### config.mk
export PLATFORM = sky130hd
export DESIGN_NAME = motion_delta_accum
export DESIGN_NICKNAME = d
export VERILOG_FILES = /design/src/rtl/mda_pkg.sv /design/src/rtl/mda_acc.sv /design/src/rtl/mda_ctrl.sv /design/src/rtl/mda_datapath.sv /design/src/rtl/motion_delta_accum.sv
export SDC_FILE = /design/constraint.sdc
export NUM_CORES = 1
export LEC_CHECK = 0
export BUFFER_PORTS_ARGS = -buffer_cell sky130_fd_sc_hd__buf_2
export CAP_MARGIN = 20
export CELL_PAD_IN_SITES_DETAIL_PLACEMENT = 1
export CELL_PAD_IN_SITES_GLOBAL_PLACEMENT = 1
export CORE_ASPECT_RATIO = 0.7
export CORE_MARGIN = 8
export CORE_UTILIZATION = 40
export DETAILED_ROUTE_END_ITERATION = 8
export PLACE_DENSITY = 0.76
export SLEW_MARGIN = 20
export SYNTH_ARGS = -nofsm -noshare
export SYNTH_HDL_FRONTEND = slang
export SYNTH_HIERARCHICAL = 1
export SYNTH_SLANG_ARGS = --single-unit
### constraint.sdc
create_clock -name clk -period 3.3 [get_ports clk]
set_input_delay 0.66 -clock clk [delete_from_list [all_inputs] [get_ports clk]]
set_output_delay 0.66 -clock clk [all_outputs]
set_load 0.02 [all_outputs]
### src/rtl/mda_pkg.sv
package mda_pkg;
  localparam int DELTA_W = 12;
  localparam int BYTE_W = 8;
  localparam int NIB_W = DELTA_W - BYTE_W;
  localparam int LIM_SHIFT = 5;
  localparam int LIM_W = 7 + LIM_SHIFT;
  localparam int MOT_BIT = 7;
  localparam int OVF_BIT = 4;

  typedef struct packed {
    logic clearAll;
    logic mergeFresh;
    logic addMain;
    logic addFresh;
  } mdaStrobes_t;
endpackage

### src/rtl/mda_acc.sv
module mda_acc
  import mda_pkg::*;
#(
  parameter int FRAME_W = 8
) (
  input  logic               clk,
  input  logic               rstN,
  input  logic               clr,
  input  logic               loadEn,
  input  logic [DELTA_W-1:0] loadX,
  input  logic [DELTA_W-1:0] loadY,
  input  logic               loadOvf,
  input  logic               loadMot,
  input  logic               add,
  input  logic [FRAME_W-1:0] dx,
  input  logic [FRAME_W-1:0] dy,
  output logic [DELTA_W-1:0] accX,
  output logic [DELTA_W-1:0] accY,
  output logic               ovf,
  output logic               mot
);
  localparam int EXT_W = DELTA_W + 1 - FRAME_W;

  logic [1:0][DELTA_W-1:0] cur;
  logic [1:0][DELTA_W-1:0] baseV;
  logic [1:0][DELTA_W-1:0] nxtV;
  logic [1:0][DELTA_W-1:0] ldV;
  logic [1:0][FRAME_W-1:0] step;
  logic [1:0]              axOvf;
  logic                    baseOvf;
  logic                    baseMot;
  logic                    nonZero;

  assign ldV  = {loadY, loadX};
  assign step = {dy, dx};

  for (genvar a = 0; a < 2; a++) begin : g_axis
    logic [DELTA_W:0] sum;
    assign baseV[a] = loadEn ? ldV[a] : cur[a];
    assign sum = {baseV[a][DELTA_W-1], baseV[a]}
               + {{EXT_W{step[a][FRAME_W-1]}}, step[a]};
    assign axOvf[a] = sum[DELTA_W] ^ sum[DELTA_W-1];
    assign nxtV[a] = sum[DELTA_W-1:0];
  end

  assign baseOvf = loadEn ? loadOvf : ovf;
  assign baseMot = loadEn ? loadMot : mot;
  assign nonZero = (|dx) | (|dy);

  always_ff @(posedge clk or negedge rstN) begin
    if (!rstN) begin
      cur <= '0;
      ovf <= 1'b0;
      mot <= 1'b0;
    end else if (clr) begin
      cur <= '0;
      ovf <= 1'b0;
      mot <= 1'b0;
    end else begin
      if (add && !baseOvf) begin
        if (|axOvf) begin
          cur <= baseV;
          ovf <= 1'b1;
        end else begin
          cur <= nxtV;
          ovf <= 1'b0;
        end
      end else begin
        cur <= baseV;
        ovf <= baseOvf;
      end
      mot <= baseMot | (add & nonZero);
    end
  end

  assign accX = cur[0];
  assign accY = cur[1];
endmodule

### src/rtl/mda_ctrl.sv
module mda_ctrl
  import mda_pkg::*;
#(
  parameter int         SHUT_W    = 16,
  parameter logic [7:0] THR_RESET = 8'h56
) (
  input  logic              clk,
  input  logic              rstN,
  input  logic              frameValid,
  input  logic [SHUT_W-1:0] shutter,
  input  logic              statusRd,
  input  logic              statusWr,
  input  logic              highRd,
  input  logic              thrWr,
  input  logic [7:0]        thrWrData,
  output mdaStrobes_t       stb,
  output logic [7:0]        thrValue
);
  localparam int CMP_W = SHUT_W + LIM_W;

  logic [7:0]       thrReg;
  logic             pending;
  logic [CMP_W-1:0] shutWide;
  logic [CMP_W-1:0] limWide;
  logic             lifted;
  logic             frameGo;
  logic             toFresh;

  assign shutWide = {{LIM_W{1'b0}}, shutter};
  assign limWide  = {{SHUT_W{1'b0}}, thrReg[7:1], {LIM_SHIFT{1'b0}}};
  assign lifted   = shutWide > limWide;

  assign frameGo = frameValid & ~lifted & ~statusWr;
  assign toFresh = (pending | statusRd) & ~highRd;

  always_comb begin
    stb            = '0;
    stb.clearAll   = statusWr;
    stb.mergeFresh = highRd & ~statusWr;
    stb.addMain    = frameGo & ~toFresh;
    stb.addFresh   = frameGo & toFresh;
  end

  always_ff @(posedge clk or negedge rstN) begin
    if (!rstN) begin
      pending <= 1'b0;
    end else if (statusWr || highRd) begin
      pending <= 1'b0;
    end else if (statusRd) begin
      pending <= 1'b1;
    end
  end

  always_ff @(posedge clk or negedge rstN) begin
    if (!rstN) begin
      thrReg <= THR_RESET;
    end else if (thrWr) begin
      thrReg <= thrWrData;
    end
  end

  assign thrValue = thrReg;
endmodule

### src/rtl/mda_datapath.sv
module mda_datapath
  import mda_pkg::*;
#(
  parameter int FRAME_W = 8
) (
  input  logic               clk,
  input  logic               rstN,
  input  mdaStrobes_t        stb,
  input  logic [FRAME_W-1:0] frameDx,
  input  logic [FRAME_W-1:0] frameDy,
  output logic [7:0]         statusByte,
  output logic [7:0]         deltaXLo,
  output logic [7:0]         deltaYLo,
  output logic [7:0]         deltaHi,
  output logic               motionN
);
  logic [DELTA_W-1:0] mainX;
  logic [DELTA_W-1:0] mainY;
  logic [DELTA_W-1:0] freshX;
  logic [DELTA_W-1:0] freshY;
  logic               mainOvf;
  logic               mainMot;
  logic               freshOvf;
  logic               freshMot;

  mda_acc #(.FRAME_W(FRAME_W)) u_main (
    .clk     (clk),
    .rstN    (rstN),
    .clr     (stb.clearAll),
    .loadEn  (stb.mergeFresh),
    .loadX   (freshX),
    .loadY   (freshY),
    .loadOvf (freshOvf),
    .loadMot (freshMot),
    .add     (stb.addMain),
    .dx      (frameDx),
    .dy      (frameDy),
    .accX    (mainX),
    .accY    (mainY),
    .ovf     (mainOvf),
    .mot     (mainMot)
  );

  mda_acc #(.FRAME_W(FRAME_W)) u_fresh (
    .clk     (clk),
    .rstN    (rstN),
    .clr     (stb.clearAll | stb.mergeFresh),
    .loadEn  (1'b0),
    .loadX   ('0),
    .loadY   ('0),
    .loadOvf (1'b0),
    .loadMot (1'b0),
    .add     (stb.addFresh),
    .dx      (frameDx),
    .dy      (frameDy),
    .accX    (freshX),
    .accY    (freshY),
    .ovf     (freshOvf),
    .mot     (freshMot)
  );

  always_comb begin
    statusByte          = '0;
    statusByte[MOT_BIT] = mainMot;
    statusByte[OVF_BIT] = mainOvf;
  end

  assign deltaXLo = mainX[BYTE_W-1:0];
  assign deltaYLo = mainY[BYTE_W-1:0];
  assign deltaHi  = {mainX[DELTA_W-1:BYTE_W], mainY[DELTA_W-1:BYTE_W]};
  assign motionN  = ~mainMot;
endmodule

### src/rtl/motion_delta_accum.sv
module motion_delta_accum
  import mda_pkg::*;
#(
  parameter int         FRAME_W   = 8,
  parameter int         SHUT_W    = 16,
  parameter logic [7:0] THR_RESET = 8'h56
) (
  input  logic               clk,
  input  logic               rstN,
  input  logic               frameValid,
  input  logic [FRAME_W-1:0] frameDx,
  input  logic [FRAME_W-1:0] frameDy,
  input  logic [SHUT_W-1:0]  shutter,
  input  logic               statusRd,
  input  logic               statusWr,
  input  logic               highRd,
  input  logic               thrWr,
  input  logic [7:0]         thrWrData,
  output logic [7:0]         statusByte,
  output logic [7:0]         deltaXLo,
  output logic [7:0]         deltaYLo,
  output logic [7:0]         deltaHi,
  output logic               motionN,
  output logic [7:0]         thrValue
);
  mdaStrobes_t stb;

  mda_ctrl #(.SHUT_W(SHUT_W), .THR_RESET(THR_RESET)) u_ctrl (
    .clk        (clk),
    .rstN       (rstN),
    .frameValid (frameValid),
    .shutter    (shutter),
    .statusRd   (statusRd),
    .statusWr   (statusWr),
    .highRd     (highRd),
    .thrWr      (thrWr),
    .thrWrData  (thrWrData),
    .stb        (stb),
    .thrValue   (thrValue)
  );

  mda_datapath #(.FRAME_W(FRAME_W)) u_dp (
    .clk        (clk),
    .rstN       (rstN),
    .stb        (stb),
    .frameDx    (frameDx),
    .frameDy    (frameDy),
    .statusByte (statusByte),
    .deltaXLo   (deltaXLo),
    .deltaYLo   (deltaYLo),
    .deltaHi    (deltaHi),
    .motionN    (motionN)
  );
endmodule

# Word level (Yosys, flattened, before mapping)
# Cells that the tools add are included.
word_totals:
  reg_bits: 61
  input_bits: 47
  out_inout_bits: 41
  wordCells: 70
classes:
  add_sub_neg: 4
  order_cmp: 1
  n_eq_ne: 1
  muxes: 20
  bitwise: 22
  n_reduce_logical: 12
op_table:
  columns: ["op", "count"]
  rows:
  - ["two-way mux 24 bit", 6]
  - ["adder 12 x 8 -> 13 bit", 4]
  - ["two-way mux 12 bit", 2]
  - ["greater-than comparator 16 x 12 -> 1 bit", 1]
  - ["OR reduction 8 bit", 2]
  - ["two-way mux 1 bit", 12]
  - ["AND 1 bit", 8]
  - ["NOT 1 bit", 5]
  - ["bitwise OR 1 bit", 5]
  - ["nonzero test 2 bit", 2]
  - ["OR reduction 2 bit", 2]
  - ["XOR 1 bit", 4]
  - ["logical AND 1 bit", 2]
  - ["zero test 1 bit", 2]
  - ["!= test 2 bit, second input constant", 1]
  - ["AND reduction 2 bit", 1]
  - ["logical OR 1 bit", 1]

# Longest topological paths before layout
# Gate-level depths: netlist (run 1).
logic_depth:
  word_depth: 9
  ltp_mapped: 16
  depth_no_buf: 12

# Cells and area by module
# Netlist (run 1), hierarchy kept.
modules_own_cells:
  columns: ["mod", "instances", "cells_per_inst", "area_each_um2", "seq_area_each_um2"]
  rows:
  - ["mda_acc (u_dp.u_fresh)", 1, 298, 2658.8, 650.6]
  - ["mda_acc (u_dp.u_main)", 1, 292, 2553.7, 650.6]
  - ["mda_ctrl", 1, 57, 579.3, 230.2]
  - ["mda_datapath", 1, 11, 73.8, 0.0]

# Least setup slack after synthesis (run 1)
# Ideal clock, no wire load.
synth_timing:
  path_kind: "in2reg"
  from: "in highRd"
  to: "reg u_dp.u_main.cur (netlist bit u_dp/u_main/accX[9])"
  setup_ps: 78
  t_arrival_ps: 4071
  required_time_ps: 3222
  setup_slack_ps: -849
  cell_stages: 15
  path_buffers: 3
  cell_sequence: "nor2b_1 > clkbuf_1 > buf_1 > mux2i_1 > inv_1 > ha_1 > fa_1 > nand3_1 > a211oi_1 > o2111a_1 > a311o_1 > and3_4 > buf_6 > or4b_1 > a21oi_1"
synth_via:
  elab_chain_cells: 8
  word_cells_on_any_way: 18
  classes_between: "add/sub: 2; mux: 6; bitwise: 7; reduce/logical: 3"
synth_lines:
  columns: ["element", "line", "source"]
  rows:
  - ["start: declaration", "motion_delta_accum.sv:16", "input logic highRd,"]
  - ["AND 1 bit", "mda_ctrl.sv:39", "stb.mergeFresh = highRd & ~statusWr;"]
  - ["two-way mux 12 bit", "mda_acc.sv:39", "assign baseV[a] = loadEn ? ldV[a] : cur[a];"]
  - ["adder 12 x 8 -> 13 bit", "mda_acc.sv:41", "+ {{EXT_W{step[a][FRAME_W-1]}}, step[a]};"]
  - ["XOR 1 bit", "mda_acc.sv:42", "assign axOvf[a] = sum[DELTA_W] ^ sum[DELTA_W-1];"]
  - ["OR reduction 2 bit", "mda_acc.sv:61", "if (|axOvf) begin"]
  - ["two-way mux 24 bit", "mda_acc.sv:61", null]
  - ["two-way mux 24 bit (*)", "mda_acc.sv:60", "if (add && !baseOvf) begin"]
  - ["two-way mux 24 bit (*)", "mda_acc.sv:55", "end else if (clr) begin"]
  - ["end signal: assignment", "mda_acc.sv:62", "cur <= baseV;"]
  - ["end signal: assignment", "mda_acc.sv:65", "cur <= nxtV;"]
  - ["end signal: assignment", "mda_acc.sv:69", "cur <= baseV;"]
  - ["end: declaration", "mda_acc.sv:24", "logic [1:0][DELTA_W-1:0] cur;"]
# Mark *: on every way between the ends. The rest lies on a longest branch, timed or not.
# A chain may end at the register's enable or synchronous reset.

==> results of run 1 <==
## registers in the layout, indices dropped and copies added, names as in the netlist
signal and count:
u_dp/u_fresh/accX 12, u_dp/u_fresh/accY 12, u_dp/u_main/accX 12, u_dp/u_main/accY 12
u_ctrl/thrValue 8, u_ctrl/pending 1, u_dp/u_fresh/mot 1, u_dp/u_fresh/ovf 1
u_dp/u_main/mot 1, u_dp/u_main/ovf 1
## logic make-up after synthesis
kind of cell | Yosys count | share of synthesized area [%]
other | 1 | 0.06393
DFF | 61 | 26.11
and+or+nand+nor | 172 | 15.74
adders and majority gates | 59 | 13.10
AOI/OAI and AO/OA | 220 | 25.06
muxes | 54 | 10.20
buffers and inverters | 59 | 4.949
xor gates and xnor gates | 32 | 4.778
## cell type report
cell class / instances / area share (%)
Sequential cell: 61 / 18.21
Inverter: 21 / 0.9374
Clock inverter: 5 / 0.5951
Tap cell: 195 / 2.901
Clock buffer: 11 / 2.886
Multi-Input combinational cell: 571 / 57.21
Timing Repair Buffer: 194 / 17.26
## repair_timing
| action | in CTS | in global routing |
|---|---|---|
| setup buffers | 17 | 13 |
| hold endpoints to repair | 0 | 0 |
| endpoints found under the setup margin | 25 | 49 |
| pin swaps | 33 | 19 |
| resized for setup | 55 | 53 |
| gates cloned | 1 | 2 |
## worst max-delay path by stage
stage                                      to  slack (ns)
2_1_floorplan   u_dp/u_main/accX[9]$_DFF_PN0_       -0.29
3_3_place_gp    u_dp/u_main/accX[9]$_DFF_PN0_       -0.35
3_5_place_dp   u_dp/u_main/accX[10]$_DFF_PN0_       -0.64
4_1_cts        u_dp/u_main/accY[10]$_DFF_PN0_       -0.14
5_1_grt         u_dp/u_main/accX[7]$_DFF_PN0_       -0.35
6_report        u_dp/u_main/accX[7]$_DFF_PN0_       -0.34
## power by group
part	internal (W)	total, W	switching (W)
registers	0.000784	0.000812	0.0000289
logic	0.000454	0.00110	0.000645
clock network	0.000602	0.00101	0.000413
## worst max-delay path: stages
cell      delay, ns
buf_8          0.10
nor2b_4        0.17
buf_12         0.17
buf_4          0.14
mux2_2         0.35
ha_1           0.38
a21oi_1        0.14
o21a_1         0.25
buf_4          0.15
o2111a_1       0.12
a311o_1        0.31
and3_4         0.23
or4_4          0.55
a21oi_2        0.18
## stage by stage
step           utilization [%]  hold slack (ns)  total power, W
6_report                 57.85           0.3379        0.002927
5_1_grt                  57.85           0.3867        0.003006
4_1_cts                  54.97           0.5215        0.002720
3_5_place_dp             49.77           0.5082        0.001675
3_3_place_gp             49.77           0.4877        0.001636
2_1_floorplan                -           0.3644        0.001371
## layer usage
layer	share of wire, %	vias to the layer above
li1	-	2878
met1	37	3480
met2	48	473
met3	7.8	162
met4	6.9	0
met5	0	-
## layout by cell type, fill, tap and decap left out, types with 5 or more instances in the layout
cell / n
buf_2: 78
a21oi_1: 55
a21oi_2: 9
mux2_2: 42
buf_6: 10
conb_1: 33
xnor2_1: 26
o211ai_1: 6
nand3_1: 13
dfrtp_1: 57
nor4_1: 11
and3_1: 8
a211oi_2: 7
a211oi_1: 5
o21ai_1: 27
clkbuf_16: 10
o21bai_1: 6
o211a_1: 9
ha_1: 38
nand4_1: 25
ha_4: 15
o21ai_0: 23
a21o_1: 15
xor2_1: 6
nor3_1: 12
inv_1: 18
nand2_1: 52
nor2_1: 11
o21a_1: 9
buf_4: 94
buf_12: 8
==> metrics, run 1 <==
run status finished with violations; final worst-path cycle share 110.3%; grt met2 use 44.27%; layout cells sized above 1 41.14%; dpl cells 1009; worst clock skew 0.01845 ns; RR Endpoint u_dp/u_fresh/accX[8]$_DFF_PN0_; relative slew slack 28.87%; Peak VDD IR 0.2307 mV; area of the multi-input gates 4811 sq um; violated checks setup timing; share of the synthesized area in the top cell type 24.32%; design area 8409 sq um; io pins 88; worst r2r src u_dp/u_fresh/accX[2]$_DFF_PN0_; top-count cell post-synth a21oi_1; port buffer count 81; grt met3 use 6.569%; leakage power 3.920 nW; Post-synth top cells a21oi_1, dfrtp_1, ha_1, nand2_1, mux2_2; Worst Hold Class input pin to async pin; final net count 964; Iter 0 DRT Violations 720; DRT Wirelength 30.18 mm; Clock Pin Slew Worst Setup and Hold Paths 0.06 ns; final hold violation count 0; final count of pins violating max slew 0; GRT Util Overall 26.16%; count of final setup violators 25; max frequency 0.2747 GHz; WP data required 3.57 ns; Seq/Total Area, Yosys 26.11%; Initial Utilization 40.35%; Yosys cell types 70; # fillers 1678; routed vias 6993; First-pass DRT Iterations 5; Worst Setup Path Type input pin to register; unrepaired setup endpoints after global routing yes; largest net degree at the start of global routing 45; Post-DP Area 7234 sq um; Setup crit end kind register; cell taking the most area after synthesis dfrtp_1; top post-synthesis cells by area dfrtp_1, ha_1, mux2_2; Rows 37; Syn Area/Cell 8.914 sq um; initial antenna violation count 0; total negative setup slack -5.402 ns; synthesized area 5866 sq um; Seq cells post-synth 61; Mapped Cells 658; post-cts hold buffer count 0; antenna-violating nets left 0; Setup crit start statusWr; Vias per Instance 6.610; synth warn 6; Worst Reg-to-Reg Cells 11; vias in the first global route 7160; die area 18860 sq um; area grow syn2layout 43.37%; clk sinks 61; setup ws final -0.3406 ns; worst skew pair latency 0.35 ns; register area 1531 sq um; Crit Path Max Fanout 6; Post-synth EDFFs 0; startpoint type of the worst setup path input pin; DRC Markers 0; Reg2Reg Setup Slack 0.02 ns; chip height 117.3 um; fraction of registers with async set or reset after synthesis 100.0%; core area 14540 sq um; main flop type after synthesis dfrtp_1; Final GP Congestion 0.8733; Max Cap Viol 0; post-layout minimum cycle time 3.641 ns; DP Wirelength 16.42 mm; Critical Path AT 3.91 ns; GRT overflow 0; Power per Cell Area 348.0 nW/um^2; CTS tree built; post-placement setup slack -0.6391 ns; GR peak layer met2; first-pass GRT wire length 39.88 mm; Num CTS Buffers 9; WL/cell 28.52 um; met1 Track Usage GR 30.35%; root buf cell clkbuf_16; htree depth 3; final instance count without filler cells 1058; chip width 160.7 um; antenna cells 0; Worst-Margin Slew 1.066 ns; Clock Path Buffers 2
(Power assumes the default switching activity.)
==> inputs of run 2 (changes only) <==
clock period = 4.38 ns   (was 3.3 ns; I/O delays follow)
==> run 2 against run 1 <==
Effect of this change:
- the run now ends clean
- clock power decreased by 22%
- non-clock buffer count decreased by 94
- clock skew down 0.010 ns
- register-to-register slack improved by 1.1 ns
- largest power group is now the clock network
- critical path type unchanged
- die area unchanged
- hold slack improved by 0.17 ns
- final cell count down 9.0%
==> metrics, run 2 (synthesis gave the netlist of run 1 again) <==
run status complete, no violations; HP Start u_ctrl/thrValue[0]$_DFFE_PN0P_; Peak VDD IR 0.1755 mV; final hold violation count 0; family with the most delay on the worst path simple AND/OR/NAND/NOR gates; Critical Path Slowest Stage Cell or4b_1; GRT Util Overall 20.89%; Worst-Margin Slew 0.8490 ns; relative slew slack 43.40%; post-layout minimum cycle time 3.987 ns; startpoint type of the worst setup path input pin; Vias per Instance 5.867; area grow syn2layout 17.53%; Initial Utilization 40.35%; post-cts hold buffer count 0; vias in the first global route 6156; Rows 37; Worst Hold Path EP u_ctrl/thrValue[0]$_DFFE_PN0P_; Worst Hold Class register to register; WL/cell 20.51 um; Setup crit end kind register; max frequency 0.2508 GHz; leading cell type in the layout, fill and taps excluded buf_2; Post-DP Area 6569 sq um; Metal-1 WL 8.969 mm; final worst-path cycle share 91.04%; layout cells sized above 1 24.61%; unrepaired setup endpoints after global routing no; Clock Pin Slew Worst Setup and Hold Paths 0.06 ns; Pwr Total 0.001978 W; WP data required 4.64 ns; area of the multi-input gates 4167 sq um; core area 14540 sq um; DRT Wirelength 19.75 mm; root buf cell clkbuf_16; clk sinks 61; Reg2Reg Setup Slack 1.07 ns; routed vias 5650; first-pass GRT wire length 32.31 mm; Top Layer Used met4; Clock Path Buffers 2; Switching Share 32.86%; leakage power 3.356 nW; count of final setup violators 0; antenna cells 0; First-pass DRT Iterations 5; Crit Path Max Fanout 13; Critical Path AT 4.25 ns; final net count 869; clock share of power 39.9%; DP Wirelength 15.29 mm; final core utilization 47.43%; initial antenna violation count 0; RR Endpoint u_dp/u_fresh/accY[9]$_DFF_PN0_; Sw Pwr 0.0006500 W; worst r2r src u_dp/u_fresh/accX[6]$_DFF_PN0_; CTS resizes 0; register area 1531 sq um; largest net degree at the start of global routing 39; htree depth 3; total negative setup slack 0 ns; final count of pins violating max slew 0; hold slack 0.5111 ns; Max Cap Viol 0; # fillers 1769; port buffer count 81; Iter 0 DRT Violations 264; Post-CTS Setup Repair Bufs 0; chip width 160.7 um; Num CTS Buffers 9; worst skew pair latency 0.34 ns; Comb power frac 29.4%; io pins 88; Power per Cell Area 286.9 nW/um^2; met2 wire length 9.547 mm; die area 18860 sq um; Worst Setup Path Type input pin to register; Hold Path Stages 1; Worst Reg-to-Reg Cells 10; chip height 117.3 um; DR WL met3 914 um; Final GP Congestion 0.8498; critical-path cell list buf_2 > nor2b_2 > buf_4 > mux2i_1 > inv_1 > ha_1 > fa_1 > nand3_1 > a211oi_1 > o2111a_1 > a311o_1 > and3_4 > or4b_1 > a21oi_1; critical path's largest stage delay 0.52 ns; GRT overflow 0; Cell Int Power 0.001328 W; critical path buffer and inverter count 3; design area 6894 sq um; worst clock skew 0.008071 ns; antenna-violating nets left 0; Reg power frac 30.7%; CTS tree built; most frequent cells in the layout buf_2, a21oi_1, dfrtp_1; DRC Markers 0
-- run 2: cell type report --
cell class                      instances  share of cell area (%)
Clock buffer                           10                   3.466
Clock inverter                          6                   1.252
Inverter                               21                   1.143
Multi-Input combinational cell        570                   60.44
Sequential cell                        61                   22.21
Tap cell                              195                   3.539
Timing Repair Buffer                  100                   7.949
-- run 2: how the worst max path moves through the flow --
stage | start | endpoint | depth (start not counted)
after global placement | statusWr | u_dp/u_main/accX[9]$_DFF_PN0_ | 13
after global routing | highRd | u_dp/u_main/accY[10]$_DFF_PN0_ | 14
after CTS | statusWr | u_dp/u_main/accX[9]$_DFF_PN0_ | 14
final | statusWr | u_dp/u_main/accY[10]$_DFF_PN0_ | 14
after floorplan | highRd | u_dp/u_main/accX[9]$_DFF_PN0_ | 15
after detailed placement | statusWr | u_dp/u_main/accY[10]$_DFF_PN0_ | 13
-- run 2: metal layers --
| layer | vias to the layer above | GRT usage (%) |
|---|---|---|
| met4 | 0 | 5.594 |
| li1 | 2669 | - |
| met2 | 143 | 35.80 |
| met5 | - | 0 |
| met3 | 31 | 3.774 |
| met1 | 2807 | 26.54 |
-- run 2: stage by stage --
stage / std cells / setup slack (ns)
floorplan: 690 / 0.01481
finish: 963 / 0.3926
detailed placement: 947 / 0.1245
global placement: 947 / 0.2255
global route: 963 / 0.1830
CTS: 963 / 0.4378
-- run 2: power by group through the flow --
stage | Clock, W | Sequential [W] | Combinational (W)
floorplan | 0 | 0.000626 | 0.000396
CTS | 0.000807 | 0.000608 | 0.000575
detailed placement | 0 | 0.000617 | 0.000566
global route | 0.000826 | 0.000610 | 0.000638
global placement | 0 | 0.000616 | 0.000546
finish | 0.000789 | 0.000607 | 0.000582
-- run 2: worst reg2reg max path: cells and delay by family (launching register included) --
family                     cells  cell delay [ns]
AOI/OAI and AO/OA              5             1.49
adders and majority gates      1             0.42
DFF                            1             0.40
and+or+nand+nor                2             0.34
buffers and inverters          1             0.29
muxes                          1             0.28
==> inputs of run 3 (changes only) <==
CORE_MARGIN = 3   (was 8)
==> run 3 against run 2 <==
Effect of this change:
- clock power is 14% lower
- sequential power barely moved
- routed wire length down 2.1%
- combinational power grew 0.7%
- power decreased by 5.3%
- flip-flop and latch count is the same
- first-iteration DRC count increased by 12%
- worst setup slack worse by 0.082 ns
- clock skew decreased by 0.0034 ns
- critical path type unchanged
- largest cell class unchanged
- largest power group unchanged
==> metrics, run 3 (synthesis gave the netlist of run 1 again) <==
run status complete, no violations; most frequent cells in the layout buf_2, a21oi_1, dfrtp_1; relative slew slack 38.81%; Rows 36; Setup crit start highRd; max frequency 0.2457 GHz; worst skew pair latency 0.33 ns; Vias per Instance 5.904; unrepaired setup endpoints after global routing no; leading cell type in the layout, fill and taps excluded buf_2; Post-CTS Setup Repair Bufs 0; antenna-violating nets left 0; Reg2Reg Setup Slack 0.99 ns; routed vias 5650; Iter 0 DRT Violations 295; largest net degree at the start of global routing 38; layout cells sized above 1 24.25%; final worst-path cycle share 92.92%; first-pass GRT wire length 31.09 mm; port buffer count 81; post-cts hold buffer count 0; vias in the first global route 6035; Peak VDD IR 0.2026 mV; startpoint type of the worst setup path input pin; initial antenna violation count 0; DRT Wirelength 19.33 mm; total negative setup slack 0 ns; Initial Utilization 41.47%; die area 16180 sq um; # fillers 1715; htree depth 3; Worst Reg-to-Reg Cells 12; final net count 868; crit path to u_dp/u_main/accY[4]$_DFF_PN0_; leakage power 3.339 nW; Clock Pin Slew Worst Setup and Hold Paths 0.06 ns; Worst Hold Class register to register; First-pass DRT Iterations 5; io pins 88; DP Wirelength 14.70 mm; DRC Markers 0; post-layout minimum cycle time 4.070 ns; Final GP Congestion 0.8950; count of final setup violators 0; CTS tree built; Setup crit end kind register; Worst Setup Path Type input pin to register; Num CTS Buffers 9; chip width 150.7 um; area grow syn2layout 16.85%; WP data required 4.65 ns; Crit Path Max Fanout 13; Worst-Margin Slew 0.9179 ns; antenna cells 0; Critical Path AT 4.34 ns; chip height 107.3 um; RR Endpoint u_dp/u_main/accX[9]$_DFF_PN0_; Power per Cell Area 273.4 nW/um^2; final count of pins violating max slew 0; WL/cell 20.20 um; clk sinks 61; root buf cell clkbuf_16; CTS resizes 0; GRT overflow 0; final hold violation count 0; worst r2r src u_dp/u_fresh/accY[0]$_DFF_PN0_; Clock Path Buffers 2; Pwr Total 0.001874 W; worst clock skew 0.004680 ns; core area 14140 sq um; Max Cap Viol 0; final core utilization 48.46%; GRT Util Overall 24.21%
run 3: worst min-delay path by stage:
| stage | startpoint | end | slack, ns | depth (start not counted) |
|---|---|---|---|---|
| final | u_ctrl/thrValue[0]$_DFFE_PN0P_ | u_ctrl/thrValue[0]$_DFFE_PN0P_ | 0.51 | 1 |
| after global routing | u_ctrl/thrValue[0]$_DFFE_PN0P_ | u_ctrl/thrValue[0]$_DFFE_PN0P_ | 0.53 | 1 |
| after CTS | u_ctrl/thrValue[0]$_DFFE_PN0P_ | u_ctrl/thrValue[0]$_DFFE_PN0P_ | 0.52 | 1 |
| after detailed placement | u_ctrl/thrValue[0]$_DFFE_PN0P_ | u_ctrl/thrValue[0]$_DFFE_PN0P_ | 0.51 | 1 |
| after global placement | u_ctrl/thrValue[0]$_DFFE_PN0P_ | u_ctrl/thrValue[0]$_DFFE_PN0P_ | 0.49 | 1 |
| after floorplan | u_ctrl/pending$_DFFE_PN0P_ | u_ctrl/pending$_DFFE_PN0P_ | 0.48 | 2 |
run 3: metal layers:
layer	part of all wire [%]	global-route usage (%)
met2	48	41.32
met1	47	32.37
met5	0	0
met4	1.4	5.757
met3	3.2	3.620
run 3: layout make-up:
class	instances	area, sq um	share of cell area (%)
Clock buffer	12	256.5	3.742
Clock inverter	4	22.52	0.3286
Inverter	21	78.83	1.150
Multi-Input combinational cell	570	4167	60.79
Sequential cell	61	1531	22.34
Tap cell	190	237.7	3.468
Timing Repair Buffer	99	560.5	8.178
run 3: metrics by stage:
step	area (sq um)	setup WS [ns]	hold WS [ns]	instances
after global routing	6854	0.1221	0.5300	957
after CTS	6854	0.3509	0.5221	957
after floorplan	5986	0.01481	0.4827	690
final	6854	0.3103	0.5091	957
after detailed placement	6575	0.03873	0.5098	941
after global placement	6548	0.1562	0.4900	940
run 3: where the power goes:
group          leakage [nW]  switching (W)  internal (W)
Clock                 0.138       0.000270      0.000411
Sequential            0.815      0.0000164      0.000591
Combinational          2.39       0.000358      0.000228
Total                  3.34       0.000645       0.00123
run 3: worst max-delay path: stages:
cell and delay, ns:
buf_2 0.09, nor2b_2 0.28, buf_4 0.29, mux2i_1 0.26, inv_1 0.06, ha_1 0.24
fa_1 0.45, nand3_1 0.11, a211oi_1 0.11, o2111a_1 0.26, a311o_1 0.29, and3_4 0.22
buf_4 0.17, nor4_1 0.44, a31o_2 0.17
